[config.mk]
export PLATFORM = sky130hd
export DESIGN_NAME = imul_hiword
export DESIGN_NICKNAME = d
export VERILOG_FILES = /design/src/rtl/imul_pkg.sv /design/src/rtl/imul_seq.sv /design/src/rtl/imul_shift_add.sv /design/src/rtl/imul_hiword.sv
export SDC_FILE = /design/constraint.sdc
export NUM_CORES = 1
export LEC_CHECK = 0
export BUFFER_PORTS_ARGS = -buffer_cell sky130_fd_sc_hd__buf_2
export CAP_MARGIN = 20
export CORE_MARGIN = 2
export CORE_UTILIZATION = 53
export DETAILED_ROUTE_END_ITERATION = 6
export PLACE_DENSITY = 0.73
export SLEW_MARGIN = 30
export SYNTH_ARGS = -nofsm -noshare
export SYNTH_HDL_FRONTEND = slang
export SYNTH_SLANG_ARGS = --single-unit
[constraint.sdc]
create_clock -name clk -period 7.05 [get_ports clk]
set_input_delay 1.7625 -clock clk [delete_from_list [all_inputs] [get_ports clk]]
set_output_delay 1.7625 -clock clk [all_outputs]
set_load 0.1 [all_outputs]
[src/rtl/imul_pkg.sv]
package imul_pkg;
  parameter int unsigned IMUL_XLEN = 32;

  typedef struct packed {
    logic n;
    logic z;
    logic v;
    logic c;
  } imul_flags_t;
endpackage

[src/rtl/imul_seq.sv]
module imul_seq #(
  parameter int unsigned STEPS = 32
) (
  input  logic clk,
  input  logic rst_n,
  input  logic start,
  output logic busy,
  output logic load,
  output logic last,
  output logic done
);
  localparam int unsigned CW = (STEPS > 1) ? $clog2(STEPS) : 1;
  localparam logic [CW-1:0] LAST_STEP = CW'(STEPS - 1);

  logic [CW-1:0] cnt_q, cnt_d;
  logic          busy_q, busy_d;
  logic          done_q;

  assign load = start & ~busy_q;
  assign last = busy_q & (cnt_q == LAST_STEP);
  assign busy = busy_q;
  assign done = done_q;

  always_comb begin
    busy_d = busy_q;
    cnt_d  = cnt_q;
    if (load) begin
      busy_d = 1'b1;
      cnt_d  = '0;
    end else if (busy_q) begin
      cnt_d = cnt_q + 1'b1;
      if (last) busy_d = 1'b0;
    end
  end

  always_ff @(posedge clk or negedge rst_n) begin
    if (!rst_n) begin
      busy_q <= 1'b0;
      cnt_q  <= '0;
      done_q <= 1'b0;
    end else begin
      busy_q <= busy_d;
      cnt_q  <= cnt_d;
      done_q <= last;
    end
  end
endmodule

[src/rtl/imul_shift_add.sv]
module imul_shift_add #(
  parameter int unsigned XLEN = 32
) (
  input  logic            clk,
  input  logic            rst_n,
  input  logic            load,
  input  logic            step_en,
  input  logic [XLEN-1:0] a,
  input  logic [XLEN-1:0] b,
  input  logic            sgn,
  output logic [2*XLEN-1:0] result
);
  localparam int unsigned PW = 2 * XLEN;

  logic [PW-1:0]   prod_q, mcand_q;
  logic [XLEN-1:0] mq_q;
  logic            neg_q;
  logic [XLEN-1:0] mag_a, mag_b;
  logic [PW-1:0]   prod_sum;

  // operand magnitudes; the most negative value maps to 2^(XLEN-1) unsigned
  assign mag_a = (sgn & a[XLEN-1]) ? (~a + 1'b1) : a;
  assign mag_b = (sgn & b[XLEN-1]) ? (~b + 1'b1) : b;

  assign prod_sum = prod_q + (mq_q[0] ? mcand_q : '0);
  assign result   = neg_q ? (~prod_sum + 1'b1) : prod_sum;

  always_ff @(posedge clk or negedge rst_n) begin
    if (!rst_n) begin
      prod_q  <= '0;
      mcand_q <= '0;
      mq_q    <= '0;
      neg_q   <= 1'b0;
    end else if (load) begin
      prod_q  <= '0;
      mcand_q <= {{XLEN{1'b0}}, mag_a};
      mq_q    <= mag_b;
      neg_q   <= sgn & (a[XLEN-1] ^ b[XLEN-1]);
    end else if (step_en) begin
      prod_q  <= prod_sum;
      mcand_q <= mcand_q << 1;
      mq_q    <= mq_q >> 1;
    end
  end
endmodule

[src/rtl/imul_hiword.sv]
module imul_hiword
  import imul_pkg::*;
#(
  parameter int unsigned XLEN = IMUL_XLEN
) (
  input  logic            clk,
  input  logic            rst_n,
  input  logic            start,
  input  logic [XLEN-1:0] op_a,
  input  logic [XLEN-1:0] op_b,
  input  logic            is_signed,
  input  logic            set_cc,
  input  logic            hi_wr_en,
  input  logic [XLEN-1:0] hi_wr_data,
  output logic            busy,
  output logic            done,
  output logic [XLEN-1:0] lo_result,
  output logic [XLEN-1:0] hi_q,
  output logic            flag_we,
  output logic            flag_n,
  output logic            flag_z,
  output logic            flag_v,
  output logic            flag_c
);
  logic            load, last;
  logic [2*XLEN-1:0] result;

  logic [XLEN-1:0] lo_q, lo_d;
  logic [XLEN-1:0] hi_rq, hi_d;
  logic            cc_q, cc_d;
  imul_flags_t     flg_q, flg_d;
  logic            fwe_q, fwe_d;

  imul_seq #(.STEPS(XLEN)) u_seq (
    .clk   (clk),
    .rst_n (rst_n),
    .start (start),
    .busy  (busy),
    .load  (load),
    .last  (last),
    .done  (done)
  );

  imul_shift_add #(.XLEN(XLEN)) u_dp (
    .clk     (clk),
    .rst_n   (rst_n),
    .load    (load),
    .step_en (busy),
    .a       (op_a),
    .b       (op_b),
    .sgn     (is_signed),
    .result  (result)
  );

  // next-state
  always_comb begin
    lo_d  = lo_q;
    hi_d  = hi_rq;
    cc_d  = cc_q;
    flg_d = flg_q;
    fwe_d = last & cc_q;
    if (load) cc_d = set_cc;
    if (last) begin
      lo_d = result[XLEN-1:0];
      hi_d = result[2*XLEN-1:XLEN];       // product wins over external write
      if (cc_q) begin
        flg_d.n = result[XLEN-1];
        flg_d.z = (result[XLEN-1:0] == '0);
        flg_d.v = 1'b0;
        flg_d.c = 1'b0;
      end
    end else if (hi_wr_en) begin
      hi_d = hi_wr_data;
    end
  end

  // registers
  always_ff @(posedge clk or negedge rst_n) begin
    if (!rst_n) begin
      lo_q  <= '0;
      hi_rq <= '0;
      cc_q  <= 1'b0;
      flg_q <= '0;
      fwe_q <= 1'b0;
    end else begin
      lo_q  <= lo_d;
      hi_rq <= hi_d;
      cc_q  <= cc_d;
      flg_q <= flg_d;
      fwe_q <= fwe_d;
    end
  end

  assign lo_result = lo_q;
  assign hi_q      = hi_rq;
  assign flag_we   = fwe_q;
  assign flag_n    = flg_q.n;
  assign flag_z    = flg_q.z;
  assign flag_v    = flg_q.v;
  assign flag_c    = flg_q.c;
endmodule

After elaboration in Yosys (flattened, before gate mapping)

Cells that the tools add are included.

Flip-flop bits (word level): 236
Input port bits: 102
Output and inout port bits: 71
Word-level logic and storage cells: 51

Muxes and demuxes: 17
Bitwise operators: 11
Equal/unequal tests: 1
Add/sub/neg operators: 5
Reductions and logical operators: 4

Operator list:

| kind                                                            | number |
|---|---|
| 64-bit 2-to-1 mux                                               | 6 |
| 32-bit 2-to-1 mux                                               | 6 |
| 32-bit by 1-bit adder with 32-bit output, second input constant | 2 |
| 64-bit by 1-bit adder with 64-bit output, second input constant | 1 |
| 64-bit adder                                                    | 1 |
| 32-bit inverter                                                 | 2 |
| 64-bit inverter                                                 | 1 |
| 32-bit logical NOT                                              | 1 |
| 5-bit 2-to-1 mux                                                | 2 |
| 1-bit bitwise AND                                               | 6 |
| 5-bit by 1-bit adder with 5-bit output, second input constant   | 1 |
| 5-bit == test, second input constant                            | 1 |
| 2-bit nonzero test                                              | 2 |
| 1-bit 2-to-1 mux                                                | 3 |
| 2-bit AND reduction                                             | 1 |
| 1-bit inverter                                                  | 1 |
| 1-bit bitwise XOR                                               | 1 |

Logic depth before layout (Yosys ltp)

Gate-level depths: netlist (run 1).

Depth in word-level cells: 6
Mapped depth: 20
Mapped depth without buffers: 17

Hierarchy

A second synthesis (run 1) with hierarchy kept.

Cell total of the unflattened synthesis: 2109
Area total of the unflattened synthesis: 18146.2 µm²

By module, submodules not included:

| module         | cells an instance | seq. area each (µm²) | area an instance (µm²) | instances |
|---|---|---|---|---|
| imul_shift_add | 1850              | 4028.9               | 14863.0                | 1 |
| imul_hiword    | 230               | 1701.6               | 2946.6                 | 1 |
| imul_seq       | 29                | 175.2                | 336.6                  | 1 |

Worst setup path before layout (run 1)

OpenSTA, ideal clock, no wires.

Path type: reg2reg
Start point: register u_dp.mq_q[0]
End point: register hi_rq[30] (netlist: hi_q[30])
Clock period less this slack: 5542 ps
Setup time: 130 ps
Setup slack: 1508 ps
Buffers on the path: 4
Stages on the path, launching flop included: 20
Data arrival time: 5412 ps
Cell sequence: dfrtp_1 > clkbuf_1 > clkbuf_1 > nand2_1 > fa_1 > nor2b_4 > o2111ai_2 > a2111oi_2 > o31ai_1 > a22oi_1 > or4b_4 > or4_1 > or3_1 > buf_2 > or4_1 > buf_2 > or4_4 > o31ai_2 > xor2_1 > o21ai_1

Cells in the longest elaborated chain, start to end: 6

Ends and longest elaborated chain:

| element                                  | line                 | text |
|---|---|---|
| start, declared                          | imul_shift_add.sv:16 | `logic [XLEN-1:0] mq_q;` |
| start signal, assigned                   | imul_shift_add.sv:37 | `mq_q <= mag_b;` |
| start signal, assigned                   | imul_shift_add.sv:42 | `mq_q <= mq_q >> 1;` |
| 64-bit 2-to-1 mux *                      | imul_shift_add.sv:25 | `assign prod_sum = prod_q + (mq_q[0] ? mcand_q : '0);` |
| 64-bit adder *                           | imul_shift_add.sv:25 |  |
| 64-bit inverter                          | imul_shift_add.sv:26 | `assign result = neg_q ? (~prod_sum + 1'b1) : prod_sum;` |
| 64-bit by 1-bit adder with 64-bit output | imul_shift_add.sv:26 |  |
| 64-bit 2-to-1 mux *                      | imul_shift_add.sv:26 |  |
| 32-bit 2-to-1 mux *                      | imul_hiword.sv:63    | `if (last) begin` |
| end signal, assigned                     | imul_hiword.sv:87    | `hi_rq <= hi_d;` |
| end, declared                            | imul_hiword.sv:29    | `logic [XLEN-1:0] hi_rq, hi_d;` |

Every way passes the cells marked *; elsewhere a longest branch is shown, timed or not.
A chain may end at the register's enable or synchronous reset.

Worst setup path after layout (run 1)

Ends and elaborated chain as after synthesis.

==> results of run 1 <==
==> cell type report <==
cell class                      count  area (um2)
Sequential cell                   236        5910
Clock inverter                     13         186
Inverter                           35         131
Multi-Input combinational cell   1660       10500
Timing Repair Buffer              194        1060
Fill cell                        2829       12600
Tap cell                          402         503
Clock buffer                       35         724
Antenna cell                        1        2.50
==> metrics by stage <==
step / instances / instance area [um2] / hold slack, ns / util / setup WS [ns]
floorplan: 2066 / 17100 / 0.448 / - / 1.51
global placement: 2527 / 18100 / 0.456 / 0.573 / 1.10
detailed placement: 2527 / 18100 / 0.465 / 0.573 / 0.995
CTS: 2575 / 19000 / 0.478 / 0.602 / 0.999
global route: 2575 / 19000 / 0.495 / 0.602 / 0.559
finish: 2576 / 19100 / 0.472 / 0.602 / 0.967
==> worst min-delay path, delay by kind of cell (launching register included) <==
| kind | cells | cell delay [ns] |
|---|---|---|
| compound gates | 1 | 0.06 |
| simple gates | 1 | 0.04 |
| flops | 1 | 0.34 |
==> cell families after synthesis <==
group           count (synthesis)  synth area share
buf+inv                       170            0.0387
fa+ha+maj                      69            0.0510
simple gates                  695             0.198
compound gates                698             0.263
xor+xnor                      160            0.0820
flops                         236             0.346
other cells                     1          0.000219
mux                            36            0.0217
==> flip-flops by register name (all words and copies together) (netlist names) <==
register / cells
u_dp.prod_q: 64
u_seq.busy: 1
cc_q: 1
u_seq.done: 1
flag_n: 1
hi_q: 32
flag_we: 1
u_dp.neg_q: 1
flag_z: 1
u_seq.cnt_q: 5
u_dp.mq_q: 32
lo_result: 32
u_dp.mcand_q: 64
==> power groups by stage <==
stage | logic (uW) | clock network [uW] | registers (uW)
final | 4970 | 1440 | 2330
after global routing | 5380 | 1530 | 2390
after CTS | 4910 | 1470 | 2310
after detailed placement | 4900 | 0 | 2330
after global placement | 4830 | 0 | 2320
after floorplan | 2810 | 0 | 3110
==> layout by cell type, fill, tap and decap left out, drive strengths merged, types with 12 or more instances in the layout <==
cell	n
o21ai	284
o41ai	12
a211oi	18
nor4	14
a22o	90
clkbuf	35
or4	17
mux2i	28
xor2	94
nand4	35
nor2b	14
nand3	36
nand2	308
nor3	35
a21o	25
or2	12
o21a	18
xnor2	66
ha	68
or3	32
a21oi	120
buf	194
inv	36
dfrtp	236
o31ai	42
and2	77
nor2	83
==> path summary, 6_finish.rpt <==
path / startpoint / to / cells after the start
setup / recovery: u_dp.mq_q[0] / hi_q[30] / 17
hold / removal: lo_result[15] / lo_result[15] / 2
setup reg to reg: u_dp.mq_q[0] / hi_q[30] / 17
hold reg to reg: lo_result[15] / lo_result[15] / 2
max in group asynchronous: rst_n / flag_z / 2
min in group asynchronous: rst_n / u_dp.mcand_q[9] / 1
==> synthesized netlist by cell type (all sizes together) (11+ instances only) <==
cell type and count:
a211oi 18, o41ai 12, a21oi 120, nand4 35
buf 20, o21a 18, nor2b 14, a21o 25
or2 12, xor2 94, xnor2 66, o21ai 284
inv 35, or3 32, or4 17, nand3 36
a31oi 11, ha 68, nor2 83, nor4 14
o31ai 42, a22o 90, clkbuf 115, nand2 308
nor3 35, and2 77, dfrtp 236, mux2i 28
==> per-layer routing <==
metal  vias to the layer above  share of wire  GRT usage  wire length (um)
li1                       7663              -          -                 -
met1                      7434           0.50      0.453             24700
met2                       565           0.40      0.402             19400
met3                        62          0.085     0.0612              4180
met4                         0          0.018     0.0627               884
met5                         -              0          0                 0
==> run_results.csv, run 1 <==
group,metric,value,unit
synth,async_flop_share,1.00,
global_route,grt_overflow,0,
sta,post-route-min-period,6.08,ns
global_route,grtUsageTotal,0.288,
synth,yosys_warnings,0,
synth,ys_seq_area_frac,0.346,
synth,synth_edf_count,0,
floorplan,ios,173,
sta,max_slew.worst_pin.slew,0.925,ns
sta,finalCritPeriodShare,0.863,
synth,yosys.area.top_type,"dfrtp_1",
clock_tree,cts_buffers,26,
power,power,8740,uW
worst_setup_path,worst-path-buf-inv,1,
global_route,grt_pass1_vias,14400,
sta,finalMaxSlewViolations,0,
power,swShare,0.509,
floorplan,num_rows,65,
routing,drtAntennaViolNets,0,
worst_setup_path,r2r_slack,0.97,ns
worst_setup_path,arrival,6.48,ns
power,p_per_area,459,mW/mm2
min_path,hp-class,"flop to flop",
power,clkPwrFrac,0.165,
global_route,grt_pass1_wl,78000,um
worst_setup_path,crit_type,"flop to flop",
routing,drc,0,
clock_tree,clkTransAtPathRegs,0.06,ns
cells_and_area,area_delta_synth_final,11.5,%
placed_design,io_buffers,170,
floorplan,die-area,0.0337,mm2
clock_tree,ctsHoldBuffers,0,
floorplan,core,0.0316,mm2
sta,hold_viol_final,0,
routing,vias,15700,
clock_tree,insertion_delay,0.54,ns
floorplan,die_h,184,um
routing,wl_per_cell,19.1,um
routing,first_pass_iters,5,
clock_tree,cts_tree,"done",
placed_design,hpwl,37600,um
worst_setup_path,crit_required,7.45,ns
clock_tree,htreeDepth,1,
routing,drtIter0Drc,1310,
worst_setup_path,cpPeakStageDelay,0.71,ns
sta,rsz0062_at_grt,"no",
synth,synth_area_per_cell,8.27,um2
synth,synth_cells,2065,
sta,tns,0,ns
routing,viasPerCell,6.10,
placed_design,gp_congestion,0.939,
power,comb_power_share,0.569,
run_status,status,"completed",
worst_setup_path,cp_max_fo,12,
synth,synth_seq_cells,236,
sta,final.setup_skew,0.0138,ns
floorplan,die_x,184,um
clock_tree,cts_num_sinks,236,
synth,ys_top_cells_by_area,"dfrtp_1 35%, o21ai_0 7.9%, nand2_1 6.7%, ha_1 5.0%, xor2_1 4.8%",
synth,yosysUniqueCellTypes,86,
worst_setup_path,endpoint_kind,"flop",
worst_setup_path,path_cells,"and2_1, ha_1, inv_1, fa_1, nor2b_4, o2111ai_2, a2111oi_2, o31ai_1, a22oi_1, or4b_4, or4_1, or3_1, or4_1, or4_4, o31ai_2, xor2_1, o21ai_1",
synth,syn_area,0.0171,mm2
cells_and_area,fin_nets,2324,
sta,slew_headroom,0.380,
clock_tree,postCtsSetupBuffers,0,
power,internal_power,4290,uW
cells_and_area,drive_gt1_frac,0.132,
flow_run,cap_violations,0,
synth,synth_top_area_frac,0.346,
global_route,antenna_found_initial,0,
power,p_leak,0.00837,uW
sta,setup_viol_count_final,0,
power,sequentialPowerShare,0.267,
clock_tree,cts_resized,0,
sta,max_freq,0.164,GHz
power,p_sw,4450,uW
synth,synth_top_flop_cell,"dfrtp_1",
global_route,grt_max_degree,131,
routing,routed_wirelength,49200,um
worst_setup_path,critPathSlowestCell,"or4_1",
worst_setup_path,startpoint_type,"flop",
clock_tree,cts_root_buf,"clkbuf_16",
floorplan,floorplan.initialDensity,0.540,
worst_setup_path,critPathTopFamily,"simple AND/OR/NAND/NOR gates",
worst_setup_path,cp_common_cell,"or4_1",
power,irDropWorstVdd,0.278,mV
clock_tree,cts_max_path_buffers,3,
Note: power is estimated with default switching activity, not from simulation.
==> run 2: changes to the inputs <==
==> constraint.sdc (replaced) <==
create_clock -name clk -period 5.7 [get_ports clk]
set_input_delay 1.425 -clock clk [delete_from_list [all_inputs] [get_ports clk]]
set_output_delay 1.425 -clock clk [all_outputs]
set_load 0.1 [all_outputs]
==> run 2 against run 1 <==
Net effect: routed wire length grew 2.7%; largest power group unchanged; maximum frequency increased by 10%; critical path depth unchanged; first-iteration DRC count grew 12%.
==> run_results.csv, run 2 (same netlist as run 1, synthesis figures left out) <==
group,metric,value,unit
placed_design,hpwl,38300,um
worst_setup_path,arrival,5.95,ns
cells_and_area,final_common_cell,"nand2_1",
sta,tns,0,ns
sta,final.setup_skew,0.0188,ns
clock_tree,insertion_delay,0.55,ns
routing,viasPerCell,6.15,
clock_tree,cts_tree,"done",
min_path,hp-class,"flop to flop",
sta,finalCritPeriodShare,0.970,
clock_tree,cts_max_path_buffers,3,
clock_tree,cts_buffers,26,
cells_and_area,final_cells,2635,
routing,vias,16200,
routing,drc,0,
routing,first_pass_iters,5,
placed_design,dp_cells,2586,
sta,slew_headroom,0.372,
global_route,grt_max_degree,137,
floorplan,num_rows,65,
clock_tree,cts_num_sinks,236,
routing,routed_wirelength,50500,um
clock_tree,htreeDepth,1,
worst_setup_path,cp_max_fo,42,
clock_tree,clkTransAtPathRegs,0.06,ns
global_route,grt_pass1_vias,15100,
global_route,grt_pass1_wl,80200,um
sta,max_slew.worst_pin.slew,0.930,ns
global_route,antenna_found_initial,0,
routing,drtIter0Drc,1463,
power,p_per_area,572,mW/mm2
power,irDropWorstVdd,0.349,mV
sta,finalMaxSlewViolations,0,
cells_and_area,n_antenna_cell,0,
sta,rsz0062_at_grt,"no",
flow_run,cap_violations,0,
worst_setup_path,endpoint_kind,"flop",
placed_design,gp_congestion,1.04,
cells_and_area,fin_nets,2385,
routing,wl_per_cell,19.2,um
placed_design,dpl-instance-area,0.0186,mm2
floorplan,ios,173,
clock_tree,cts_root_buf,"clkbuf_16",
floorplan,die_x,184,um
global_route,grt_overflow,0,
floorplan,die-area,0.0337,mm2
run_status,status,"completed",
sta,hold_viol_final,0,
floorplan,die_h,184,um
floorplan,floorplan.initialDensity,0.540,
worst_setup_path,startpoint_type,"flop",
sta,post-route-min-period,5.53,ns
power,p_leak,0.00871,uW
worst_setup_path,crit_required,6.12,ns
global_route,grtUsageTotal,0.295,
placed_design,io_buffers,170,
cells_and_area,design_area,0.0197,mm2
cells_and_area,drive_gt1_frac,0.163,
cells_and_area,area_delta_synth_final,15.1,%
cells_and_area,top_regs,"u_dp.mcand_q (64), u_dp.prod_q (64)",
sta,max_freq,0.181,GHz
cells_and_area,final_cell_mix,"303 x nand2_1, 270 x o21ai_0, 234 x dfrtp_1",
floorplan,core,0.0316,mm2
sta,whs,0.475,ns
worst_setup_path,crit_type,"flop to flop",
sta,setup_viol_count_final,0,
routing,drtAntennaViolNets,0,
-- run 2: cell type report --
class,instances,area (um2)
Clock inverter,15,219
Tap cell,402,503
Timing Repair Buffer,255,1530
Multi-Input combinational cell,1660,10700
Sequential cell,236,5910
Inverter,35,131
Fill cell,2778,12000
Clock buffer,32,713
-- run 2: where the power goes --
part | total [uW] | switching, uW | internal (uW)
sequential | 2900 | 558 | 2340
clock | 1840 | 726 | 1110
combinational | 6500 | 4330 | 2170
-- run 2: worst max-delay path: stages, from the launching register on --
cell	delay [ns]
dfrtp_1	0.37
buf_4	0.20
buf_6	0.21
and2_1	0.17
ha_1	0.46
nand4_1	0.19
or4_1	0.46
nor2_1	0.28
o311ai_0	0.39
o211ai_1	0.31
xor2_1	0.13
or2_2	0.35
a2111o_1	0.50
or3_1	0.37
or4_4	0.51
o41ai_2	0.24
xor2_1	0.18
o21ai_1	0.07
-- run 2: metrics by stage --
step / power (uW) / setup WS, ns / utilization
2_1_floorplan: 7320 / 0.158 / -
3_3_place_gp: 9100 / 0.0988 / 0.587
3_5_place_dp: 9220 / 0.0849 / 0.587
4_1_cts: 11100 / 0.0769 / 0.617
5_1_grt: 11900 / 0.00182 / 0.621
6_report: 11200 / 0.172 / 0.621
-- run 2: final timing paths --
path	start	endpoint	slack (ns)	depth (start not counted)
worst max-delay path	u_dp.mq_q[0]	hi_q[31]	0.17	17
worst min register to register	u_dp.mq_q[19]	u_dp.mq_q[18]	0.47	2
worst min-delay path	u_dp.mq_q[19]	u_dp.mq_q[18]	0.47	2
max in group asynchronous	rst_n	u_seq.cnt_q[3]	3.77	2
min in group asynchronous	rst_n	u_dp.mcand_q[8]	0.93	1
worst max register to register	u_dp.mq_q[0]	hi_q[31]	0.17	17
-- run 2: what timing repair did --
action / in CTS / in global routing
setup buffers: 0 / 2
hold buffers: 0 / 0
gates resized for setup: 0 / 24
endpoints found under the setup margin: 0 / 18
endpoints found under the hold margin: 0 / 0
-- run 2: routing by layer --
| metal | share of wire | routed length, um | track usage |
|---|---|---|---|
| met1 | 0.48 | 24500 | 0.462 |
| met2 | 0.40 | 20400 | 0.429 |
| met3 | 0.091 | 4600 | 0.0398 |
| met4 | 0.020 | 998 | 0.0688 |
| met5 | 0 | 0 | 0 |
